`config.mk`:
```
export PLATFORM = sky130hd
export DESIGN_NAME = hwin_guard
export DESIGN_NICKNAME = d
export VERILOG_FILES = /design/src/rtl/hwin_pkg.sv /design/src/rtl/hwin_cfg_reg.sv /design/src/rtl/hwin_decode.sv /design/src/rtl/hwin_route.sv /design/src/rtl/hwin_guard.sv
export SDC_FILE = /design/constraint.sdc
export NUM_CORES = 1
export LEC_CHECK = 0
export ABC_AREA = 1
export CAP_MARGIN = 10
export CORE_AREA = 2 2 39 41
export CTS_BUF_LIST = sky130_fd_sc_hd__clkbuf_2 sky130_fd_sc_hd__clkbuf_4 sky130_fd_sc_hd__clkbuf_8
export DETAILED_ROUTE_END_ITERATION = 12
export DIE_AREA = 0 0 41 43
export DONT_BUFFER_PORTS = 1
export SLEW_MARGIN = 15
export SYNTH_ARGS = -nofsm -noshare
export SYNTH_HDL_FRONTEND = slang
export SYNTH_SLANG_ARGS = --single-unit
export TNS_END_PERCENT = 20
```
`constraint.sdc`:
```
create_clock -name clk -period 1 [get_ports clk]
set_clock_uncertainty 0.2 [all_clocks]
set_input_delay 0.1 -clock clk [delete_from_list [all_inputs] [get_ports clk]]
set_output_delay 0.1 -clock clk [all_outputs]
set_load 0.05 [all_outputs]
```
`src/rtl/hwin_pkg.sv`:
```
package hwin_pkg;

  typedef enum logic [1:0] {
    RT_NONE = 2'b00,
    RT_RAM  = 2'b01,
    RT_DISP = 2'b10
  } route_t;

  localparam int BIT_OPEN = 6;
  localparam int BIT_SHUT = 5;
  localparam int BIT_LOCK = 4;
  localparam int BIT_EN   = 3;
  localparam logic [2:0] ID_CODE = 3'b010;

  typedef struct packed {
    logic open;
    logic shut;
    logic lock;
    logic en;
  } ctl_t;

  // Routing priority: enable, effective open, mode/type.
  function automatic route_t pick_route(ctl_t c, logic hit, logic mgmt, logic fetch);
    logic open_eff;
    open_eff = c.open & ~c.shut;
    if (!hit)          return RT_NONE;
    if (!c.en)         return RT_DISP;
    if (open_eff)      return RT_RAM;
    if (!mgmt)         return RT_DISP;
    if (c.shut && !fetch) return RT_DISP;
    return RT_RAM;
  endfunction

  function automatic logic [7:0] pack_ctl(ctl_t c);
    logic [7:0] v;
    v = 8'h00;
    v[BIT_OPEN] = c.open;
    v[BIT_SHUT] = c.shut;
    v[BIT_LOCK] = c.lock;
    v[BIT_EN]   = c.en;
    v[2:0]      = ID_CODE;
    return v;
  endfunction

endpackage

```
`src/rtl/hwin_cfg_reg.sv`:
```
module hwin_cfg_reg
  import hwin_pkg::*;
(
  input  logic       clk,
  input  logic       rst_n,
  input  logic       we,
  input  logic [7:0] wdata,
  output ctl_t       ctl,
  output logic [7:0] rdata,
  output logic       conflict
);

  // Named events for the assertions
  logic locked_write;
  logic lock_request;
  assign locked_write = we & ctl.lock;
  assign lock_request = we & wdata[BIT_LOCK];

  always_ff @(posedge clk or negedge rst_n) begin
    if (!rst_n) begin
      ctl <= '0;
    end else if (we) begin
      ctl.lock <= ctl.lock | wdata[BIT_LOCK];
      ctl.shut <= wdata[BIT_SHUT];
      if (!ctl.lock) begin
        ctl.en   <= wdata[BIT_EN];
        ctl.open <= wdata[BIT_OPEN] & ~wdata[BIT_LOCK];
      end
    end
  end

  assign rdata    = pack_ctl(ctl);
  assign conflict = ctl.open & ctl.shut;

  assert_lock_sticky_R8: assert property (@(posedge clk) disable iff (!rst_n)
    ctl.lock |=> ctl.lock);

  assert_open_zero_locked_R9: assert property (@(posedge clk) disable iff (!rst_n)
    ctl.lock |-> !ctl.open);

  assert_en_frozen_R9: assert property (@(posedge clk) disable iff (!rst_n)
    locked_write |=> $stable(ctl.en));

  assert_lock_takes_R8: assert property (@(posedge clk) disable iff (!rst_n)
    lock_request |=> (ctl.lock && !ctl.open));

endmodule

```
`src/rtl/hwin_decode.sv`:
```
module hwin_decode #(
  parameter int ADDR_W = 32,
  parameter logic [ADDR_W-1:0] WIN_BASE = 'hA0000,
  parameter logic [ADDR_W-1:0] WIN_SIZE = 'h20000
) (
  input  logic [ADDR_W-1:0] addr,
  output logic              hit
);

  localparam logic [ADDR_W-1:0] WIN_LAST = WIN_BASE + WIN_SIZE - 1'b1;

  function automatic logic in_window(logic [ADDR_W-1:0] a);
    return (a >= WIN_BASE) && (a <= WIN_LAST);
  endfunction

  assign hit = in_window(addr);

endmodule

```
`src/rtl/hwin_route.sv`:
```
module hwin_route
  import hwin_pkg::*;
(
  input  logic   clk,
  input  logic   rst_n,
  input  ctl_t   ctl,
  input  logic   hit,
  input  logic   mgmt,
  input  logic   fetch,
  output route_t route_q
);

  route_t route_d;
  assign route_d = pick_route(ctl, hit, mgmt, fetch);

  always_ff @(posedge clk or negedge rst_n) begin
    if (!rst_n) route_q <= RT_NONE;
    else        route_q <= route_d;
  end

  assert_outside_none_R3: assert property (@(posedge clk) disable iff (!rst_n)
    !hit |=> route_q == RT_NONE);

  assert_disabled_disp_R4: assert property (@(posedge clk) disable iff (!rst_n)
    (hit && !ctl.en) |=> route_q == RT_DISP);

  assert_open_ram_R5: assert property (@(posedge clk) disable iff (!rst_n)
    (hit && ctl.en && ctl.open && !ctl.shut) |=> route_q == RT_RAM);

  assert_normal_disp_R6: assert property (@(posedge clk) disable iff (!rst_n)
    (hit && ctl.en && !ctl.open && !mgmt) |=> route_q == RT_DISP);

  assert_mgmt_fetch_ram_R7: assert property (@(posedge clk) disable iff (!rst_n)
    (hit && ctl.en && mgmt && fetch) |=> route_q == RT_RAM);

  assert_conflict_data_R10: assert property (@(posedge clk) disable iff (!rst_n)
    (hit && ctl.en && ctl.open && ctl.shut && mgmt && !fetch) |=> route_q == RT_DISP);

endmodule

```
`src/rtl/hwin_guard.sv`:
```
module hwin_guard
  import hwin_pkg::*;
#(
  parameter int ADDR_W = 32,
  parameter logic [ADDR_W-1:0] WIN_BASE = 'hA0000,
  parameter logic [ADDR_W-1:0] WIN_SIZE = 'h20000
) (
  input  logic              clk,
  input  logic              rst_n,
  input  logic              cfg_we,
  input  logic [7:0]        cfg_wdata,
  output logic [7:0]        cfg_rdata,
  output logic              cfg_conflict,
  input  logic              mgmt_mode,
  input  logic [ADDR_W-1:0] acc_addr,
  input  logic              acc_fetch,
  output logic [1:0]        route_sel
);

  ctl_t   ctl;
  logic   win_hit;
  route_t route_q;

  hwin_cfg_reg u_cfg (
    .clk      (clk),
    .rst_n    (rst_n),
    .we       (cfg_we),
    .wdata    (cfg_wdata),
    .ctl      (ctl),
    .rdata    (cfg_rdata),
    .conflict (cfg_conflict)
  );

  hwin_decode #(
    .ADDR_W   (ADDR_W),
    .WIN_BASE (WIN_BASE),
    .WIN_SIZE (WIN_SIZE)
  ) u_dec (
    .addr (acc_addr),
    .hit  (win_hit)
  );

  hwin_route u_route (
    .clk     (clk),
    .rst_n   (rst_n),
    .ctl     (ctl),
    .hit     (win_hit),
    .mgmt    (mgmt_mode),
    .fetch   (acc_fetch),
    .route_q (route_q)
  );

  assign route_sel = route_q;

  assert_reserved_zero_R2: assert property (@(posedge clk) disable iff (!rst_n)
    cfg_rdata[7] == 1'b0 && cfg_rdata[2:0] == 3'b010);

endmodule

```
==> impl_metrics.yaml <==
routing:
  vias: 336
  drt_iter0_drc: 3
  routedWlPerCell_um: 8.94
  met1_length_um: 284
  totalWireLength_um: 733
  drc: 0
  wl_met3_um: 63
  top_layer: "met3"
  drt_pre_antenna_iters: 3
  via_per_inst: 4.10
  ant_nets: 0
  route.met2.wl_um: 385
timing:
  drv_slew: 0
  tns_ns: -1.31
  hold_ws_ns: -0.121
  layout_min_cycle_time_ns: 1.28
  fmax_mhz: 781
  layout_setup_ws_ns: -0.281
  setup_viol: 9
  finalCritPeriodShare: 1.28
  hold_viol_final: 9
  rsz0062_at_grt: "yes"
grt:
  gr-total-overflow: 0
  antenna_found_initial: 0
  grt_use_total: 0.0949
  grt_max_degree: 7
  grt_pass1_vias: 287
  grt_first_pass_wirelength_mm: 1.06
synth:
  synth_top_family_by_area: "simple AND/OR/NAND/NOR gates"
  avgSynthCellArea_um2: 7.07
  synth-simple-area-share: 0.267
  yosysWarnings: 0
  seq_area_frac_synth: 0.433
  synthXorXnorAreaFrac: 0
  synth_seq_cells: 6
  synth_compound_area_frac: 0.116
  synthAdderAreaFrac: 0
  synthTopCellsByArea: "dfrtp_1 (43%), nor2_1 (13%), nand2_1 (11%), buf_4 (8.7%), inv_1 (7.6%)"
  synth_cells: 49
  synth_top_cell_area_share: 0.433
  synthMuxAreaShare: 0
  syn-cell-area_um2: 347
  netlist-cell-type-count: 11
  synth_area_leader_cell: "dfrtp_1"
floorplanning:
  io_pins: 56
  rows: 14
  start_util: 0.250
  dieHeight_um: 43
  die-area_um2: 1760
  coreArea_um2: 1380
  die_w_um: 41
cells_and_area:
  diodes: 0
  area_delta_synth_final_pct: 61.7
  nFillCells: 141
  final_nets: 112
  drive_gt1_frac: 0.348
  final_cell_mix: "nor2_1 (11), nand2_1 (9), dlygate4sd3_1 (6)"
  layout_commonest_cell: "nor2_1"
clock_tree:
  cts_buffers: 3
  cts_tree: "done"
  clockBufferDepth: 2
  ctsHtreeMaxLevel: 1
  cts_hold_buf: 7
  clk_latency_ns: 0.25
  clk_pin_slew_ns: 0.05
  clock_sinks: 6
  cts_root_buf: "clkbuf_4"
hold_path:
  worst_hold_startpoint: "acc_fetch"
  holdPathStages: 3
  min_to: "u_route.route_q[1]"
  hold_class: "input pin to flip-flop"
critical_path:
  crit_type: "flip-flop to output pin"
  r2r_cells: 5
  cp-end-kind: "output pin"
  cp_max_fo: 3
  r2r_setup_slack_ns: -0.15
  crit_arrival_ns: 0.98
  start_kind: "flip-flop"
  rr_startpoint: "u_cfg.ctl[3]"
  cp.required_ns: 0.70
  r2r_end: "u_route.route_q[0]"
power:
  finalPower_uw: 831
  share_comb_of_total_power: 0.323
  clkPwrFrac: 0.332
  p_seq_frac: 0.346
  irDropWorstVdd_mv: 0.563
  cellInternalPower_uw: 536
  power_density_nw_per_um2: 1480
  switching_share: 0.355
  power_switching_uw: 295
  p_leak_uw: 0.000271
run_status:
  run_status: "finished, violations left"
  violations: "hold timing, setup timing"
placed_design:
  dp_hpwl_um: 560
  gp_congestion: 0.617
  portBuffers: 0
run:
  drv_cap: 0
-- critical path, cell delays in order (launching register included) --
cell,delay [ns]
dfrtp_2,0.41
nand2_2,0.09
clkinvlp_4,0.23
-- cells in the mapped netlist --
cell type	instances
a21oi_2	1
nand2_1	10
inv_1	7
buf_4	4
o21bai_1	1
o21ai_2	1
dfrtp_1	6
o21ai_0	3
conb_1	2
nand3_1	2
nor2_1	12
-- sequential cells by signal, indices dropped and copies added, names as in the netlist --
signal and cells:
u_cfg.ctl 4, u_route.route_q 2
-- metal layers --
layer	global-route usage	up-vias
met5	0	-
met4	0.0800	0
li1	-	173
met3	0.0314	0
met2	0.141	15
met1	0.101	148
-- how the worst max path moves through the flow --
stage / start / slack, ns / to / depth (start not counted)
floorplan: u_cfg.ctl[2] / -0.17 / u_route.route_q[0] / 5
global placement: u_cfg.ctl[3] / -0.03 / cfg_conflict / 2
detailed placement: u_cfg.ctl[3] / -0.05 / u_route.route_q[0] / 4
CTS: u_cfg.ctl[3] / -0.29 / cfg_conflict / 2
global route: u_cfg.ctl[3] / -0.32 / cfg_conflict / 2
finish: u_cfg.ctl[2] / -0.28 / cfg_conflict / 2
-- power by group through the flow --
stage | Clock (uW) | Combinational (uW) | Sequential (uW)
after detailed placement | 0 | 212 | 293
after global routing | 310 | 286 | 290
final | 276 | 268 | 287
after global placement | 0 | 209 | 293
after CTS | 288 | 266 | 288
after floorplan | 0 | 112 | 361
-- through the flow --
step	setup slack, ns	instance area, um2	hold WS, ns	cells	utilization
floorplan	-0.172	365	-0.396	51	-
global placement	-0.0305	425	-0.395	69	0.307
detailed placement	-0.0465	425	-0.395	69	0.307
CTS	-0.294	551	-0.128	82	0.398
global route	-0.324	561	-0.108	82	0.405
finish	-0.281	561	-0.121	82	0.405
-- logic make-up (layout without fill, tap and decap cells) --
kind of cell / Yosys count / count (layout)
other: 2 / 4
AND/OR/NAND/NOR: 24 / 24
flip-flops: 6 / 6
buffers and inverters: 11 / 26
AO/OA/AOI/OAI: 6 / 6
-- repair_timing --
action / in CTS / in global routing
buffers inserted: 2 / 0
resized for setup: 3 / 6
hold endpoints to repair: 12 / 8
endpoints found under the setup margin: 9 / 12
pin swaps: 2 / 0
-- cell type report --
cell class | count | area, um2 | share of cell area
timing repair buffer | 15 | 165 | 0.295
multi-input combinational | 34 | 158 | 0.281
sequential | 6 | 155 | 0.277
inverter | 7 | 32.5 | 0.0580
clock buffer | 4 | 30.0 | 0.0536
tap | 16 | 20.0 | 0.0357
No activity file was read; power rests on OpenSTA's default activity.
